--- src/rtl/funnelShiftPkg.sv ---
package funnelShiftPkg;

  typedef enum logic [1:0] {
    OP_SLL = 2'b00,
    OP_SRL = 2'b01,
    OP_SRA = 2'b10,
    OP_ROR = 2'b11
  } shiftOp_e;

  typedef enum logic [1:0] {
    UP_ZERO = 2'b00,
    UP_SIGN = 2'b01,
    UP_OPND = 2'b10
  } upperSrc_e;

  // Strobes from control to datapath
  typedef struct packed {
    upperSrc_e upperSrc;   // what fills the upper half of the funnel
    logic      lowerZero;  // clear the lower half instead of the operand
    logic      negateAmt;  // offset = N - shAmt instead of shAmt
    logic      passThru;   // return the operand unchanged
  } shiftCtrl_t;

endpackage

--- src/rtl/funnelStage.sv ---
module funnelStage #(
  parameter int WIDTH = 64,
  parameter int SHIFT = 1
) (
  input  logic [WIDTH-1:0] din,
  input  logic             sel,
  output logic [WIDTH-1:0] dout
);
  always_comb begin
    dout = sel ? (din >> SHIFT) : din;
  end
endmodule

--- src/rtl/funnelShiftCtrl.sv ---
module funnelShiftCtrl
  import funnelShiftPkg::*;
#(
  parameter int N  = 32,
  localparam int SW = $clog2(N)
) (
  input  logic [1:0]    opSel,
  input  logic [SW-1:0] shAmt,
  output shiftCtrl_t    strobes
);
  always_comb begin
    strobes = '{upperSrc: UP_ZERO, lowerZero: 1'b0, negateAmt: 1'b0, passThru: 1'b0};
    unique case (shiftOp_e'(opSel))
      OP_SLL: begin
        strobes.upperSrc  = UP_OPND;
        strobes.lowerZero = 1'b1;
        strobes.negateAmt = 1'b1;
        strobes.passThru  = (shAmt == '0);
      end
      OP_SRL: strobes.upperSrc = UP_ZERO;
      OP_SRA: strobes.upperSrc = UP_SIGN;
      OP_ROR: strobes.upperSrc = UP_OPND;
      default: strobes.upperSrc = UP_ZERO;
    endcase
  end
endmodule

--- src/rtl/funnelShiftDp.sv ---
module funnelShiftDp
  import funnelShiftPkg::*;
#(
  parameter int N  = 32,
  localparam int SW = $clog2(N),
  localparam int W2 = 2 * N
) (
  input  logic [N-1:0]  opA,
  input  logic [SW-1:0] shAmt,
  input  shiftCtrl_t    strobes,
  output logic [N-1:0]  result
);
  logic [N-1:0]  upperHalf;
  logic [N-1:0]  lowerHalf;
  logic [SW-1:0] offset;
  logic [W2-1:0] levelWord [SW+1];

  always_comb begin
    unique case (strobes.upperSrc)
      UP_SIGN: upperHalf = {N{opA[N-1]}};
      UP_OPND: upperHalf = opA;
      default: upperHalf = '0;
    endcase
    lowerHalf = strobes.lowerZero ? '0 : opA;
    // N is a power of two, so N - shAmt wraps to the two's complement
    offset    = strobes.negateAmt ? (SW'(0) - shAmt) : shAmt;
  end

  assign levelWord[0] = {upperHalf, lowerHalf};

  for (genvar lvl = 0; lvl < SW; lvl++) begin : g_level
    funnelStage #(.WIDTH(W2), .SHIFT(1 << lvl)) stageInst (
      .din (levelWord[lvl]),
      .sel (offset[lvl]),
      .dout(levelWord[lvl+1])
    );
  end

  assign result = strobes.passThru ? opA : levelWord[SW][N-1:0];
endmodule

--- src/rtl/funnelShift.sv ---
module funnelShift
  import funnelShiftPkg::*;
#(
  parameter int N  = 32,
  localparam int SW = $clog2(N)
) (
  input  logic [N-1:0]  opA,
  input  logic [SW-1:0] shAmt,
  input  logic [1:0]    opSel,
  output logic [N-1:0]  result
);
  shiftCtrl_t strobes;

  funnelShiftCtrl #(.N(N)) ctrlInst (
    .opSel  (opSel),
    .shAmt  (shAmt),
    .strobes(strobes)
  );

  funnelShiftDp #(.N(N)) dpInst (
    .opA    (opA),
    .shAmt  (shAmt),
    .strobes(strobes),
    .result (result)
  );
endmodule

--- config.mk ---
export PLATFORM = sky130hd
export DESIGN_NAME = funnelShift
export DESIGN_NICKNAME = d
export VERILOG_FILES = /design/src/rtl/funnelShiftPkg.sv /design/src/rtl/funnelStage.sv /design/src/rtl/funnelShiftCtrl.sv /design/src/rtl/funnelShiftDp.sv /design/src/rtl/funnelShift.sv
export SDC_FILE = /design/constraint.sdc
export NUM_CORES = 1
export LEC_CHECK = 0
export ABC_CLOCK_PERIOD_IN_PS = 2700
export BUFFER_PORTS_ARGS = -buffer_cell sky130_fd_sc_hd__buf_2
export CAP_MARGIN = 20
export CORE_MARGIN = 1.5
export CORE_UTILIZATION = 57
export DETAILED_ROUTE_END_ITERATION = 12
export PLACE_DENSITY = 0.88
export SETUP_SLACK_MARGIN = 0.2
export SKIP_LAST_GASP = 1
export SLEW_MARGIN = 10
export SYNTH_ARGS = -nofsm -noshare
export SYNTH_HDL_FRONTEND = slang
export SYNTH_HIERARCHICAL = 1
export SYNTH_SLANG_ARGS = --single-unit
--- constraint.sdc ---
create_clock -name vclk -period 2.7
set_input_delay 0.135 -clock vclk [all_inputs]
set_output_delay 0.135 -clock vclk [all_outputs]
set_load 0.02 [all_outputs]
==> out/results.tsv <==
stage	metric	value	unit
floorplan	die_h	102.7	µm
critical_path	critPathMostFrequentCell	mux2_4	
sta	max_slew_margin	75.14	%
layout	regArea	0	µm²
route	ant_nets	0	
critical_path	crit_arrival	3.01	ns
route	via_per_inst	6.272	
floorplan	io-pin-count	71	
critical_path	critPathLaunchType	input pin	
floorplan	core	9729	µm²
global_routing	grt_first_pass_wirelength	25380	µm
sta	post-route-period-util	116.6	%
global_routing	use_met3	3.593	%
layout	drive_gt1_share	87.31	%
layout	nNetsFinal	582	
sta	tightest_slew	0.3698	ns
hold_path	hold_class	in -> out	
floorplan	chipWidth	102.7	µm
floorplan	start_util	58.24	%
run_status	status	finished with violations	
synth	syn_area	5667	µm²
placed_design	gp_congestion	0.9907	
route	drtIter0Drc	312	
critical_path	critPathMaxStageDelay	0.30	ns
layout	n_antenna_cell	0	
global_routing	grt_pass1_vias	4374	
sta	layout_setup_ws	-0.4486	ns
route	first_pass_iters	5	
critical_path	timing.critical_path.buf_inv	6	
critical_path	path_cells	buf_8 > inv_12 > ha_4 > inv_4 > ha_4 > buf_6 > buf_12 > a21oi_1 > mux2_4 > mux2_4 > mux2_4 > mux2_4 > mux2_4 > mux2_4 > buf_6	
sta	fin_setup_tns	-11.89	ns
sta	fin_crit	3.149	ns
sta	maxSlewViolCount	0	
placed_design	port_buffers	71	
sta	finalHoldViolations	0	
global_routing	grt_use_total	32.10	%
route	drc	0	
pwr	ir_worst_vdd	0.2848	mV
pwr	power_density	371.5	nW/µm²
global_routing	grt_use_met1	39.38	%
route	vias	4196	
sta	fmax	317.6	MHz
layout	final_util	69.62	%
critical_path	crit_required	2.57	ns
global_routing	antenna_found_initial	0	
layout	seq_cells	0	
placed_design	dp_hpwl	12810	µm
synth	yosysWarnings	6	
pwr	power.leakage	3.354	nW
global_routing	grt_max_degree	33	
floorplan	num_rows	36	
placed_design	dpl_worst_slack	-0.4690	ns
sta	rsz0062_at_grt	yes	
global_routing	grtUsageMet2	56.60	%
critical_path	crit_path_top_delay_cell	ha_4	
critical_path	endpoint_kind	output port	
layout	area_growth	19.54	%
synth	synth_cells	458	
critical_path	critical_path_class	in -> out	
global_routing	grt_busiest_layer	met2	
global_routing	grt_overflow_total	0	
critical_path	crit_fanout	10	
run_status	failed_checks	setup timing	
synth	avgSynthCellArea	12.37	µm²
route	drt_wl_total	17300	µm
run	max_cap_violations	0	
route	drt-wirelength-per-cell	25.86	µm
synth	syn_nets	502	
sta	setup_viol	32	
critical_path	critPathTopFamily	multiplexers	
layout	clkbuf_count	0	
floorplan	dieArea	10550	µm²
[cell usage in the layout, fill, tap and decap left out]
cell type and count:
inv_8 1, a21oi_4 2, a21oi_2 11, a21oi_1 18, o211ai_1 1, inv_12 1, nor3_4 1, buf_8 2
inv_4 1, buf_16 5, nand2b_1 2, nor2b_1 8, o21ai_4 1, or4b_1 1, clkbuf_16 3, nand2_1 31
inv_2 1, mux2_4 275, buf_2 41, xnor2_4 1, buf_4 21, nand2_2 1, and2b_2 24, inv_1 3
o31ai_1 1, nand2_8 1, xnor2_2 1, ha_4 4, buf_12 19, nand2b_4 1, nor3b_1 1, nand4bb_1 1
mux2_2 15, buf_6 35, ha_1 1
[through the flow]
stage,instances,total power (W),hold slack (ns),instance area [µm²]
2_1_floorplan,458,0.001779,0.4294,5904
3_3_place_gp,655,0.002120,0.6460,6207
3_5_place_dp,655,0.002191,0.6519,6207
4_1_cts,665,0.002407,0.6358,6626
5_1_grt,669,0.002601,0.6462,6774
6_report,669,0.002516,0.6420,6774
[final cells by class]
type / count / area [µm²]
multi-input combinational: 403 / 5179
timing repair buffer: 126 / 1380
fill: 671 / 2955
inverter: 7 / 48.80
tap: 133 / 166.4
[what timing repair did]
action,in CTS,in global routing
gates cloned,3,3
pin swaps,2,3
buffers inserted,7,1
gates resized for setup,71,12
endpoints found under the hold margin,0,0
endpoints found under the setup margin,32,32
hold buffers,0,0
[power by group]
| part | internal (W) | switching, W | total (W) |
|---|---|---|---|
| logic | 0.00145 | 0.00106 | 0.00252 |
| clock network | 0 | 0 | 0 |
| registers | 0 | 0 | 0 |
[per-layer routing]
layer / vias to the layer above / share of wire, %
met1: 2078 / 40
met3: 48 / 7.0
met2: 243 / 48
met4: 0 / 5.1
li1: 1827 / -
met5: - / 0
[final timing paths]
check             startpoint    endpoint  slack (ns)  depth (start not counted)
setup / recovery    opSel[0]  result[26]       -0.45                         15
hold / removal       opA[26]  result[26]        0.64                          3
(Power assumes the default switching activity.)
